===== config.mk =====
export PLATFORM = sky130hd
export DESIGN_NAME = fifo_replace_q
export DESIGN_NICKNAME = d
export VERILOG_FILES = /design/src/rtl/fifo_q_pkg.sv /design/src/rtl/fifo_q_ptr.sv /design/src/rtl/fifo_q_store.sv /design/src/rtl/fifo_q_rdout.sv /design/src/rtl/fifo_replace_q.sv
export SDC_FILE = /design/constraint.sdc
export NUM_CORES = 1
export LEC_CHECK = 0
export BUFFER_PORTS_ARGS = -buffer_cell sky130_fd_sc_hd__buf_4
export CAP_MARGIN = 30
export CORE_MARGIN = 1.5
export CORE_UTILIZATION = 50
export CTS_CLUSTER_DIAMETER = 40
export DETAILED_ROUTE_END_ITERATION = 8
export GPL_ROUTABILITY_DRIVEN = 0
export PLACE_DENSITY_LB_ADDON = 0.15
export RECOVER_POWER = 100
export SETUP_SLACK_MARGIN = 0.05
export SYNTH_ARGS = -nofsm -noshare
export SYNTH_HDL_FRONTEND = slang
export SYNTH_SLANG_ARGS = --single-unit

===== constraint.sdc =====
create_clock -name clk -period 3.7 [get_ports clk]
set_clock_uncertainty 0.2 [all_clocks]
set_input_delay 0.37 -clock clk [delete_from_list [all_inputs] [get_ports clk]]
set_output_delay 0.37 -clock clk [all_outputs]
set_load 0.02 [all_outputs]

===== src/rtl/fifo_q_pkg.sv =====
package fifo_q_pkg;

    typedef enum logic [1:0] {
        OCC_EMPTY   = 2'd0,
        OCC_PARTIAL = 2'd1,
        OCC_FULL    = 2'd2
    } occ_state_t;

    // Index width for n slots; at least one bit.
    function automatic int idx_bits(input int n);
        return (n <= 1) ? 1 : $clog2(n);
    endfunction

endpackage


===== src/rtl/fifo_q_ptr.sv =====
module fifo_q_ptr #(
    parameter int DEPTH = 5,
    parameter int AW    = fifo_q_pkg::idx_bits(DEPTH)
) (
    input  logic          clk,
    input  logic          rst,
    input  logic          adv,
    output logic [AW-1:0] ptr,
    output logic [AW-1:0] ptr_prev
);
    localparam logic [AW-1:0] LAST = AW'(DEPTH - 1);

    always_ff @(posedge clk) begin
        if (rst) begin
            ptr <= '0;
        end else if (adv) begin
            ptr <= (ptr == LAST) ? '0 : ptr + 1'b1;
        end
    end

    // Slot written just before the current one, with wrap at any depth.
    always_comb begin
        ptr_prev = (ptr == '0) ? LAST : ptr - 1'b1;
    end

    // the wrap keeps the index inside the storage range.
    assert_ptr_in_range_R10: assert property (@(posedge clk) disable iff (rst)
        ptr <= LAST);

endmodule


===== src/rtl/fifo_q_store.sv =====
module fifo_q_store #(
    parameter int WIDTH = 8,
    parameter int DEPTH = 5,
    parameter int AW    = fifo_q_pkg::idx_bits(DEPTH)
) (
    input  logic             clk,
    input  logic             wr_en,
    input  logic [AW-1:0]    wr_addr,
    input  logic [WIDTH-1:0] wr_data,
    input  logic [AW-1:0]    rd_addr,
    output logic [WIDTH-1:0] rd_data
);
    logic [WIDTH-1:0] slots [DEPTH];

    always_ff @(posedge clk) begin
        if (wr_en) begin
            slots[wr_addr] <= wr_data;
        end
    end

    always_comb begin
        rd_data = slots[rd_addr];
    end

endmodule


===== src/rtl/fifo_q_rdout.sv =====
module fifo_q_rdout #(
    parameter int WIDTH = 8,
    parameter bit FWFT  = 1'b1
) (
    input  logic             clk,
    input  logic             rst,
    input  logic             pop_ok,
    input  logic [WIDTH-1:0] head,
    output logic [WIDTH-1:0] dout
);
    generate
        if (FWFT) begin : g_show_ahead
            always_comb begin
                dout = head;
            end
        end else begin : g_registered
            always_ff @(posedge clk) begin
                if (rst) begin
                    dout <= '0;
                end else if (pop_ok) begin
                    dout <= head;
                end
            end
        end
    endgenerate

endmodule


===== src/rtl/fifo_replace_q.sv =====
module fifo_replace_q #(
    parameter int WIDTH = 8,
    parameter int DEPTH = 5,
    parameter bit FWFT  = 1'b1,
    localparam int LW   = $clog2(DEPTH + 1)
) (
    input  logic             clk,
    input  logic             rst,
    input  logic             push_en,
    input  logic             push_overwrite,
    input  logic [WIDTH-1:0] push_data,
    input  logic             pop_en,
    output logic [WIDTH-1:0] pop_data,
    output logic             has_data,
    output logic             has_space,
    output logic [LW-1:0]    count
);
    import fifo_q_pkg::*;

    localparam int            AW     = idx_bits(DEPTH);
    localparam logic [LW-1:0] CAP    = LW'(DEPTH);
    localparam logic [LW-1:0] CAP_M1 = LW'(DEPTH - 1);

    occ_state_t state_q, state_d;

    logic             push_ok, repl_ok, pop_ok;
    logic [AW-1:0]    wr_ptr, wr_prev, rd_ptr, wr_addr;
    logic [WIDTH-1:0] head_word;

    // Acceptance of each request
    always_comb begin
        push_ok = push_en & ~push_overwrite & has_space;
        repl_ok = push_en & push_overwrite & has_data;
        pop_ok  = pop_en & has_data;
        wr_addr = repl_ok ? wr_prev : wr_ptr;
    end

    fifo_q_ptr #(.DEPTH(DEPTH), .AW(AW)) u_wr_ptr (
        .clk(clk), .rst(rst), .adv(push_ok),
        .ptr(wr_ptr), .ptr_prev(wr_prev)
    );

    logic [AW-1:0] rd_prev_unused;
    fifo_q_ptr #(.DEPTH(DEPTH), .AW(AW)) u_rd_ptr (
        .clk(clk), .rst(rst), .adv(pop_ok),
        .ptr(rd_ptr), .ptr_prev(rd_prev_unused)
    );

    fifo_q_store #(.WIDTH(WIDTH), .DEPTH(DEPTH), .AW(AW)) u_store (
        .clk(clk), .wr_en(push_ok | repl_ok), .wr_addr(wr_addr),
        .wr_data(push_data), .rd_addr(rd_ptr), .rd_data(head_word)
    );

    fifo_q_rdout #(.WIDTH(WIDTH), .FWFT(FWFT)) u_rdout (
        .clk(clk), .rst(rst), .pop_ok(pop_ok),
        .head(head_word), .dout(pop_data)
    );

    // Occupancy counter
    always_ff @(posedge clk) begin
        if (rst) begin
            count <= '0;
        end else begin
            unique case ({push_ok, pop_ok})
                2'b10:   count <= count + 1'b1;
                2'b01:   count <= count - 1'b1;
                default: count <= count;
            endcase
        end
    end

    // Occupancy state register
    always_ff @(posedge clk) begin
        if (rst) begin
            state_q <= OCC_EMPTY;
        end else begin
            state_q <= state_d;
        end
    end

    // Occupancy transitions
    always_comb begin
        state_d = state_q;
        unique case (state_q)
            OCC_EMPTY: begin
                if (push_ok) begin
                    state_d = (DEPTH == 1) ? OCC_FULL : OCC_PARTIAL;
                end
            end
            OCC_PARTIAL: begin
                if (push_ok && !pop_ok && count == CAP_M1) begin
                    state_d = OCC_FULL;
                end else if (pop_ok && !push_ok && count == LW'(1)) begin
                    state_d = OCC_EMPTY;
                end
            end
            OCC_FULL: begin
                if (pop_ok && !push_ok) begin
                    state_d = (DEPTH == 1) ? OCC_EMPTY : OCC_PARTIAL;
                end
            end
            default: state_d = OCC_EMPTY;
        endcase
    end

    // Flags from the state
    always_comb begin
        has_data  = (state_q != OCC_EMPTY);
        has_space = (state_q != OCC_FULL);
    end

    // ---------------- assertions ----------------
    assert_reset_state_R1: assert property (@(posedge clk)
        (!rst && $past(rst)) |-> (count == '0 && !has_data && has_space));

    assert_count_step_R2: assert property (@(posedge clk) disable iff (rst)
        !$past(rst) |-> int'(count) == int'($past(count))
            + int'($past(push_en && !push_overwrite && has_space))
            - int'($past(pop_en && has_data)));

    assert_overwrite_keeps_count_R3: assert property (@(posedge clk) disable iff (rst)
        (push_en && push_overwrite && !pop_en) |=> $stable(count));

    assert_overwrite_empty_ignored_R4: assert property (@(posedge clk) disable iff (rst)
        (push_en && push_overwrite && !has_data) |=> (count == '0));

    assert_flags_match_count_R5: assert property (@(posedge clk) disable iff (rst)
        (has_data == (count != '0)) && (has_space == (count != CAP)));

    assert_no_overflow_R6: assert property (@(posedge clk) disable iff (rst)
        count <= CAP);

    assert_no_underflow_R7: assert property (@(posedge clk) disable iff (rst)
        (pop_en && !has_data && !push_en) |=> (count == '0));

    generate
        if (FWFT) begin : g_chk_fwft
            assert_fwft_single_head_R8: assert property (@(posedge clk) disable iff (rst)
                (!$past(rst) && count == LW'(1)
                 && $past(push_en && (has_space || push_overwrite)))
                |-> (pop_data == $past(push_data)));
        end else begin : g_chk_std
            assert_std_hold_R9: assert property (@(posedge clk) disable iff (rst)
                (!$past(rst) && !$past(pop_en)) |-> $stable(pop_data));
        end
    endgenerate

endmodule


==> results of run 1 <==
[cells in the final DEF, fill, tap and decap left out, types with 2 or more instances in the layout]
cell,synthesis,layout
a2111oi_0,0,2
a211oi_1,5,5
a21oi_1,8,8
buf_4,1,4
clkbuf_1,2,26
clkbuf_8,0,5
dfxtp_1,14,14
edfxtp_1,40,40
ha_1,12,12
inv_1,12,12
mux2_2,9,9
mux4_2,8,8
nand2_1,6,6
nand2b_1,2,2
nand3_1,6,6
nor2_1,5,5
nor2b_1,2,2
o21a_1,3,3
o21ai_0,5,5
o31ai_1,2,2
or3_1,3,3
or4_1,2,2
xor2_1,2,2
[state kept, by name, indices dropped and copies added (netlist names), named ones only]
name           flops
count              3
u_rd_ptr.ptr       3
u_wr_ptr.ptr       3
state_q            2
u_store.slots     40
[metrics by stage]
| stage | area [um2] | total power [W] |
|---|---|---|
| after global routing | 2675 | 0.001207 |
| after global placement | 2676 | 0.0008190 |
| after floorplan | 2419 | 0.0007722 |
| final | 2675 | 0.001163 |
| after detailed placement | 2676 | 0.0008236 |
| after CTS | 2788 | 0.001187 |
[power breakdown]
part	leakage, nW	switching (W)	total, W	internal (W)
Sequential	0.477	0.0000138	0.000680	0.000666
Combinational	0.358	0.0000651	0.000112	0.0000466
Clock	0.0569	0.000193	0.000371	0.000178
Total	0.891	0.000272	0.00116	0.000891
[routing by layer]
layer / share of wire, % / global-route usage [%] / up-vias / routed length (um)
li1: - / - / 687 / -
met1: 41 / 18.13 / 694 / 1697
met2: 54 / 32.31 / 27 / 2232
met3: 3.3 / 3.750 / 6 / 138
met4: 1.7 / 6.499 / 0 / 70
met5: 0 / 0 / - / 0
[worst max-delay path, delay by kind of cell, from the launching register on]
kind	cells	cell delay (ps)
adders and majority gates	2	540
and+or+nand+nor	1	390
AOI/OAI and AO/OA	1	420
DFF	1	470
buffers and inverters	3	550
[logic make-up after synthesis]
family	after synthesis	share of synthesized area, %
buffers and inverters	18	3.311
adder cells (fa/ha/maj)	12	6.208
multiplexers	18	12.05
AO/OA/AOI/OAI	29	8.588
XOR/XNOR	3	1.087
AND/OR/NAND/NOR	32	7.502
flip-flops	54	61.25
[path summary, 6_finish.rpt]
path | startpoint | to | cells past startpoint | slack, ps
worst max-delay path | u_wr_ptr.ptr[0] | u_store.slots[3][7] | 7 | 790
worst min-delay path | rst | state_q[0] | 2 | 120
worst max register to register | u_wr_ptr.ptr[0] | u_store.slots[3][7] | 7 | 790
worst min register to register | u_wr_ptr.ptr[1] | u_wr_ptr.ptr[1] | 2 | 320
[final cells by class]
cell class / instances / area (um2)
Sequential cell: 54 / 1481
Multi-Input combinational cell: 94 / 842.1
Fill cell: 404 / 2017
Inverter: 12 / 45.04
Tap cell: 54 / 67.56
Timing Repair Buffer: 30 / 127.6
Clock inverter: 2 / 17.52
Clock buffer: 6 / 93.84
==> results.ini, run 1 <==
[die]
top_level_ports = 26
floorplan.core_area_um2 = 4692
vertical_extent_of_the_die_um = 72.55
die-area_um2 = 5264
chipWidth_um = 72.55
floorplan.initialDensity_pct = 51.55
floorplan.rows = 25

[logic_synthesis]
netlist-cell-type-count = 37
synth.most_common_cell = edfxtp_1
number_of_synthesized_flops_with_an_enable_pin = 40
synth_largest_area_cell = edfxtp_1
synth_top_area_share_pct = 49.66
post_synthesis_cells = 166
synth-async-reset-ratio_pct = 0
yosys-top-cells-area = edfxtp_1 (50%), dfxtp_1 (12%), mux4_2 (7.4%)
synthesis.nets = 191
ys_seq_elements = 54
yosysWarnings = 0
dominantRegCellSynth = edfxtp_1
netlist_top_cells_count = edfxtp_1 (40), dfxtp_1 (14), ha_1 (12), inv_1 (12), mux2_2 (9)
synth_sequential_area_ratio_pct = 61.25
average_cell_area_after_synthesis_um2 = 14.57
netlist_area_pre_place_um2 = 2419

[placement]
hpwl_um = 2983
numPlacedInstances = 244
pre_cts_ws_ps = 1167
port_buffers = 25

[timing]
layout_worst_path_cycle_share_pct = 78.71
setup_slack_ps = 787.7
grt_setup_unrepaired = false
final-max-slew-violation-count = 0
report.final.hold_viol_count = 0
whs_ps = 120.4
setup_tns_ps = 0
worst-slew-pin-transition_ps = 552.8
setup_viol = 0
timing.slew.headroom_pct = 63.09
finalCriticalPeriod_ps = 2912
top_achievable_clock_speed_mhz = 343.4

[routing]
vias = 1414
detail-route-antenna-nets = 0
drt_pass1_iterations = 4
totalWireLength_um = 4138
route.detailed.vias_per_inst = 5.611
routed_len_inst_um = 16.42
dr.first_iter.drc_count = 61
drt_drc_violations_left = 0

[critical_path]
type_of_origin_of_the_critical_path = register
path_class = reg2reg
worst-path-max-fanout = 9
worstPathArrival_ps = 2660
endpoint_kind = register
critPathMaxStageDelay_ps = 470
cp.required_ps = 3450
path_cells = inv_1 > ha_1 > ha_1 > inv_1 > or3b_1 > a2111oi_0 > clkbuf_1
critical_path_top_delay_cell = dfxtp_1

[min_path]
hp-class = in2reg

[cells_and_area]
nNetsFinal = 222
syn_to_final_growth_pct = 10.61
post_route_cells_drive_above_1_share_pct = 15.66
final_cell_count_no_fill = 252
antenna-diode-count = 0
fin_util_pct = 57.01

[power]
p_leak_nw = 0.8913
power-per-cell-area_nw_per_um2 = 434.9
peakVddDrop_mv = 0.1936

[clock_network]
clock_tree_from_tritoncts = done
cell_chosen_for_the_clock_root = clkbuf_8
post-cts-setup-buffers = 0
clock_path_buffers = 2
cts.repair.resized = 0
cts_hold_buffers = 0
cts.reportedPaths.clkPinSlew_ps = 100
cts_max_level = 2
clock_sinks = 54
clk-insertion-delay-late_ps = 300
cts_buffers = 5

[job]
max_cap_viol_count = 0

[global_routing]
antenna_violations_before_repair = 0
grtUsageTotal_pct = 17.00
grt_remaining_overflow = 0
largest_net_degree_at_the_start_of_global_routing = 19
grt_first_pass_wirelength_um = 6527
vias_in_the_first_global_route = 1441

[status]
status = finished clean

Power figures use the tool's default switching activity.
==> run 2, diff against run 1 <==
==> constraint.sdc (replaced) <==
create_clock -name clk -period 2.8 [get_ports clk]
set_clock_uncertainty 0.2 [all_clocks]
set_input_delay 0.28 -clock clk [delete_from_list [all_inputs] [get_ports clk]]
set_output_delay 0.28 -clock clk [all_outputs]
set_load 0.02 [all_outputs]
==> results.ini, run 2 (same netlist as run 1, synthesis figures left out) <==
[timing]
final-max-slew-violation-count = 0  ; unchanged
setup_tns_ps = 0  ; unchanged
layout_worst_path_cycle_share_pct = 92.73  ; +14 points
grt_setup_unrepaired = false
finalCriticalPeriod_ps = 2596  ; -315.9 ps
worst-slew-pin-transition_ps = 548.9  ; -3.956 ps
setup_viol = 0  ; unchanged
top_achievable_clock_speed_mhz = 385.1  ; +12%
timing.slew.headroom_pct = 63.36  ; +0.26 points
whs_ps = 14.40  ; -106.0 ps
report.final.hold_viol_count = 0  ; unchanged

[cells_and_area]
syn_to_final_growth_pct = 14.33
layout_commonest_cell = edfxtp_1
largest_register_ff_count = 40  ; unchanged
most-common-layout-cells = edfxtp_1 (40), clkbuf_1 (21), dfxtp_1 (14)
nNetsFinal = 230  ; +3.6%
post_route_cells_drive_above_1_share_pct = 18.45  ; +2.8 points
largest_register = u_store.slots
antenna-diode-count = 0  ; unchanged
n_fill_cell = 398  ; -1.5%

[die]
die-area_um2 = 5264  ; unchanged
floorplan.core_area_um2 = 4692  ; unchanged
top_level_ports = 26  ; unchanged
floorplan.initialDensity_pct = 51.55  ; unchanged
vertical_extent_of_the_die_um = 72.55  ; unchanged
chipWidth_um = 72.55  ; unchanged
floorplan.rows = 25  ; unchanged

[critical_path]
critPathMaxStageDelay_ps = 480  ; about the same
worst_reg2reg_startpoint = u_wr_ptr.ptr[0]
critical_path_top_delay_cell = dfxtp_1
type_of_origin_of_the_critical_path = register
path_class = reg2reg
cp-endpoint = u_store.slots[2][0]
startpoint_of_the_worst_setup_timing_path = u_wr_ptr.ptr[0]
path_cells = inv_1 > ha_1 > ha_1 > inv_1 > or3b_1 > a211oi_1 > clkbuf_2
r2r_cells = 7  ; unchanged
r2r_slack_ps = 200  ; -580 ps
worst-path-max-fanout = 9  ; unchanged
worstPathArrival_ps = 2390  ; -270 ps
critical_path.reg2reg.endpoint = u_store.slots[2][0]
endpoint_kind = register
cp.required_ps = 2600  ; -850 ps

[routing]
totalWireLength_um = 4164  ; +0.63%
detail-route-antenna-nets = 0  ; unchanged
drt_drc_violations_left = 0  ; unchanged
routed_len_inst_um = 16.02  ; -2.5%
vias = 1444  ; +2.1%
dr.first_iter.drc_count = 90  ; +48%
drt_pass1_iterations = 4  ; unchanged
route.detailed.vias_per_inst = 5.554  ; -1.0%

[global_routing]
grt_remaining_overflow = 0  ; unchanged
grt_first_pass_wirelength_um = 6596  ; +1.1%
grtUsageTotal_pct = 17.34  ; +0.34 points
largest_net_degree_at_the_start_of_global_routing = 20  ; +1
vias_in_the_first_global_route = 1454  ; +0.90%
antenna_violations_before_repair = 0  ; unchanged

[clock_network]
cts_max_level = 2  ; unchanged
cell_chosen_for_the_clock_root = clkbuf_8
cts.repair.resized = 0  ; unchanged
clock_sinks = 54  ; unchanged
cts_buffers = 5  ; unchanged
clock_tree_from_tritoncts = done
clk-insertion-delay-late_ps = 310  ; about the same
cts.reportedPaths.clkPinSlew_ps = 100  ; about the same
clock_path_buffers = 2  ; unchanged
post-cts-setup-buffers = 0  ; unchanged

[power]
peakVddDrop_mv = 0.2719  ; +40%
p_leak_nw = 0.9377  ; +5.2%
power-per-cell-area_nw_per_um2 = 545.1  ; +25%

[min_path]
hp-class = in2reg

[placement]
port_buffers = 25  ; unchanged
hpwl_um = 2961  ; -0.71%

[job]
max_cap_viol_count = 0  ; unchanged

[status]
status = finished clean

-- run 2: changes by cell type in the layout (fill, tap and decap cells not counted), sizes merged --
cell         before  now
buf               4    6
clkbuf           32   29
dlygate4sd3       0    8
inv              13   14
-- run 2: worst min path at each step --
stage | startpoint | end | slack, ps | depth (start not counted)
after CTS | rst | count[2] | 2 | 2
after floorplan | rst | count[1] | 160 | 1
after global routing | rst | count[0] | 10 | 2
after global placement | u_rd_ptr.ptr[1] | u_rd_ptr.ptr[1] | 280 | 2
after detailed placement | push_data[5] | u_store.slots[4][5] | 290 | 1
final | rst | count[2] | 10 | 2
-- run 2: cell type report --
class / count / area [um2] / share of cell area [%]
tap: 54 / 67.56 / 2.443
inverter: 12 / 45.04 / 1.629
sequential: 54 / 1481 / 53.57
clock inverter: 3 / 28.78 / 1.041
timing repair buffer: 38 / 219.0 / 7.919
multi-input combinational: 94 / 854.6 / 30.91
clock buffer: 5 / 68.82 / 2.489
-- run 2: layer usage --
| layer | GRT usage (%) | wire (um) | vias up |
|---|---|---|---|
| li1 | - | - | 704 |
| met5 | 0 | 0 | - |
| met1 | 18.44 | 1692 | 711 |
| met3 | 4.167 | 129 | 2 |
| met2 | 32.62 | 2312 | 27 |
| met4 | 6.918 | 29 | 0 |
-- run 2: where the power goes --
part | total (W) | leakage (nW) | switching (W) | internal, W
logic | 0.000158 | 0.410 | 0.0000883 | 0.0000701
registers | 0.000898 | 0.477 | 0.0000179 | 0.000880
clock network | 0.000451 | 0.0506 | 0.000264 | 0.000187
total | 0.00151 | 0.938 | 0.000370 | 0.00114
-- run 2: critical path, delay by kind of cell (launching register included) --
| family | cells | cell delay, ps |
|---|---|---|
| AOI/OAI and AO/OA | 1 | 230 |
| adders and majority gates | 2 | 540 |
| buffers and inverters | 3 | 420 |
| DFF | 1 | 480 |
| and+or+nand+nor | 1 | 420 |
-- run 2: stage by stage --
stage | util (%) | worst slack [ps] | power [W] | cells | cell area, um2
final | 58.93 | 203.6 | 0.001507 | 260 | 2765
after CTS | 60.83 | 231.2 | 0.001551 | 260 | 2854
after floorplan | - | 80.75 | 0.001020 | 166 | 2419
after global placement | 57.04 | 305.5 | 0.001082 | 244 | 2676
after global routing | 58.93 | 68.06 | 0.001577 | 260 | 2765
after detailed placement | 57.04 | 265.7 | 0.001088 | 244 | 2676
-- run 2: timing repair --
action                     CTS  global route
hold buffers                 8             0
hold endpoints to repair    40             0
setup endpoints to repair    0             0
==> run 3, diff against run 2 <==
--- a/config.mk
+++ b/config.mk
@@ -8,7 +8,7 @@
 export BUFFER_PORTS_ARGS = -buffer_cell sky130_fd_sc_hd__buf_4
 export CAP_MARGIN = 30
 export CORE_MARGIN = 1.5
-export CORE_UTILIZATION = 50
+export CORE_UTILIZATION = 30
 export CTS_CLUSTER_DIAMETER = 40
 export DETAILED_ROUTE_END_ITERATION = 8
 export GPL_ROUTABILITY_DRIVEN = 0
==> results.ini, run 3 (same netlist as run 1, synthesis figures left out) <==
[timing]
setup_slack_ps = 135.5  ; -68.14 ps
layout_worst_path_cycle_share_pct = 95.16  ; +2.4 points
final-max-slew-violation-count = 0  ; unchanged
worst-slew-pin-transition_ps = 568.2  ; +19.31 ps
top_achievable_clock_speed_mhz = 375.3  ; -2.6%
timing.slew.headroom_pct = 62.07  ; -1.3 points
setup_tns_ps = 0  ; unchanged
setup_viol = 0  ; unchanged
report.final.hold_viol_count = 0  ; unchanged
grt_setup_unrepaired = false
finalCriticalPeriod_ps = 2665  ; +68.14 ps

[die]
floorplan.rows = 32  ; +28%
die-area_um2 = 8610  ; +64%
floorplan.core_area_um2 = 7767  ; +66%
vertical_extent_of_the_die_um = 92.79  ; +28%
chipWidth_um = 92.79  ; +28%
floorplan.initialDensity_pct = 31.14  ; -20 points
top_level_ports = 26  ; unchanged

[routing]
dr.first_iter.drc_count = 63  ; -30%
drt_drc_violations_left = 0  ; unchanged
route.detailed.vias_per_inst = 4.740  ; -15%
drt_pass1_iterations = 4  ; unchanged
vias = 1460  ; +1.1%
totalWireLength_um = 4380  ; +5.2%
routed_len_inst_um = 14.22  ; -11%
detail-route-antenna-nets = 0  ; unchanged

[critical_path]
cp.required_ps = 2610  ; about the same
path_cells = inv_1 > ha_1 > ha_1 > inv_1 > or3b_1 > a2111oi_1 > buf_4
type_of_origin_of_the_critical_path = register
worstPathArrival_ps = 2470  ; +80 ps
critPathMaxStageDelay_ps = 480  ; about the same
path_class = reg2reg
endpoint_kind = register
r2r_slack_ps = 140  ; -70 ps
critical_path_top_delay_cell = dfxtp_1
worst-path-max-fanout = 9  ; unchanged
r2r_cells = 7  ; unchanged

[clock_network]
cts_buffers = 5  ; unchanged
cell_chosen_for_the_clock_root = clkbuf_8
clock_path_buffers = 2  ; unchanged
cts.repair.resized = 0  ; unchanged
clk-insertion-delay-late_ps = 290  ; -20 ps
cts.reportedPaths.clkPinSlew_ps = 80  ; -20 ps
clock_tree_from_tritoncts = done
cts_max_level = 2  ; unchanged
cts_hold_buffers = 8  ; unchanged
post-cts-setup-buffers = 0  ; unchanged
clock_sinks = 54  ; unchanged

[global_routing]
grtUsageTotal_pct = 11.02  ; -6.3 points
antenna_violations_before_repair = 0  ; unchanged
grt_first_pass_wirelength_um = 7251  ; +9.9%
vias_in_the_first_global_route = 1447  ; -0.48%
largest_net_degree_at_the_start_of_global_routing = 17  ; -15%
grt_remaining_overflow = 0  ; unchanged

[cells_and_area]
nNetsFinal = 230  ; unchanged
most-common-layout-cells = edfxtp_1 (40), clkbuf_1 (22), dfxtp_1 (14)
largest_register_ff_count = 40  ; unchanged
syn_to_final_growth_pct = 16.97
largest_register = u_store.slots
layout_commonest_cell = edfxtp_1
post_route_cells_drive_above_1_share_pct = 16.99  ; -1.5 points
antenna-diode-count = 0  ; unchanged

[power]
p_clk_share_pct = 31.7  ; +1.8 points
power-per-cell-area_nw_per_um2 = 547.7  ; +0.47%
power_frac_seq_pct = 58.0  ; -1.6 points
intPower_w = 0.001215  ; +6.8%
net-switching-power_w = 0.0003347  ; -9.5%
sw_frac_of_total_pct = 21.60  ; -2.9 points
p_leak_nw = 0.9397  ; +0.21%
peakVddDrop_mv = 0.1788  ; -34%
pwr-share-comb_pct = 10.3  ; -0.2 points

[job]
max_cap_viol_count = 0  ; unchanged

[min_path]
hp-class = in2reg
hold_depth = 2  ; unchanged

[placement]
hpwl_um = 3137  ; +5.9%
pre_cts_ws_ps = 198.9  ; -66.76 ps
port_buffers = 25  ; unchanged

[status]
status = finished clean

run 3: final timing paths:
check                  start                  end
min reg2reg  u_rd_ptr.ptr[1]      u_rd_ptr.ptr[1]
max reg2reg  u_wr_ptr.ptr[0]  u_store.slots[3][2]
max          u_wr_ptr.ptr[0]  u_store.slots[3][2]
min                      rst             count[2]
run 3: power groups by stage:
| stage | logic [W] | clock network (W) | registers [W] |
|---|---|---|---|
| after floorplan | 0.000107 | 0 | 0.000913 |
| after CTS | 0.000184 | 0.000515 | 0.000899 |
| final | 0.000160 | 0.000491 | 0.000898 |
| after detailed placement | 0.000174 | 0 | 0.000917 |
| after global routing | 0.000180 | 0.000543 | 0.000902 |
| after global placement | 0.000169 | 0 | 0.000916 |
run 3: final cells by class:
cell class | instances | area (um2)
tap | 102 | 127.6
inverter | 12 | 45.04
sequential | 54 | 1481
fill | 764 | 4938
timing repair buffer | 38 | 219.0
clock inverter | 2 | 33.78
multi-input combinational | 94 | 849.6
clock buffer | 6 | 72.57
run 3: critical path: cells and delay by family (launching register included):
family          cells  cell delay (ps)
compound gates      1              370
fa+ha+maj           2              560
buf+inv             3              380
flops               1              480
simple gates        1              390
run 3: metal layers:
metal / vias to the layer above / routed length [um] / GRT usage [%]
li1: 705 / - / -
met1: 719 / 1944 / 13.69
met2: 30 / 2175 / 18.67
met3: 6 / 199 / 2.627
met4: 0 / 61 / 3.788
met5: - / 0 / 0
run 3: metrics by stage:
stage               total power, W  cell area (um2)  util (%)  hold slack [ps]  std cells
floorplan                 0.001020             2419         -            158.5        166
global placement          0.001085             2736     35.23            285.1        292
detailed placement        0.001091             2736     35.23            297.1        292
CTS                       0.001598             2923     37.63            27.29        308
global route              0.001624             2829     36.42            32.09        308
finish                    0.001549             2829     36.42            33.59        308
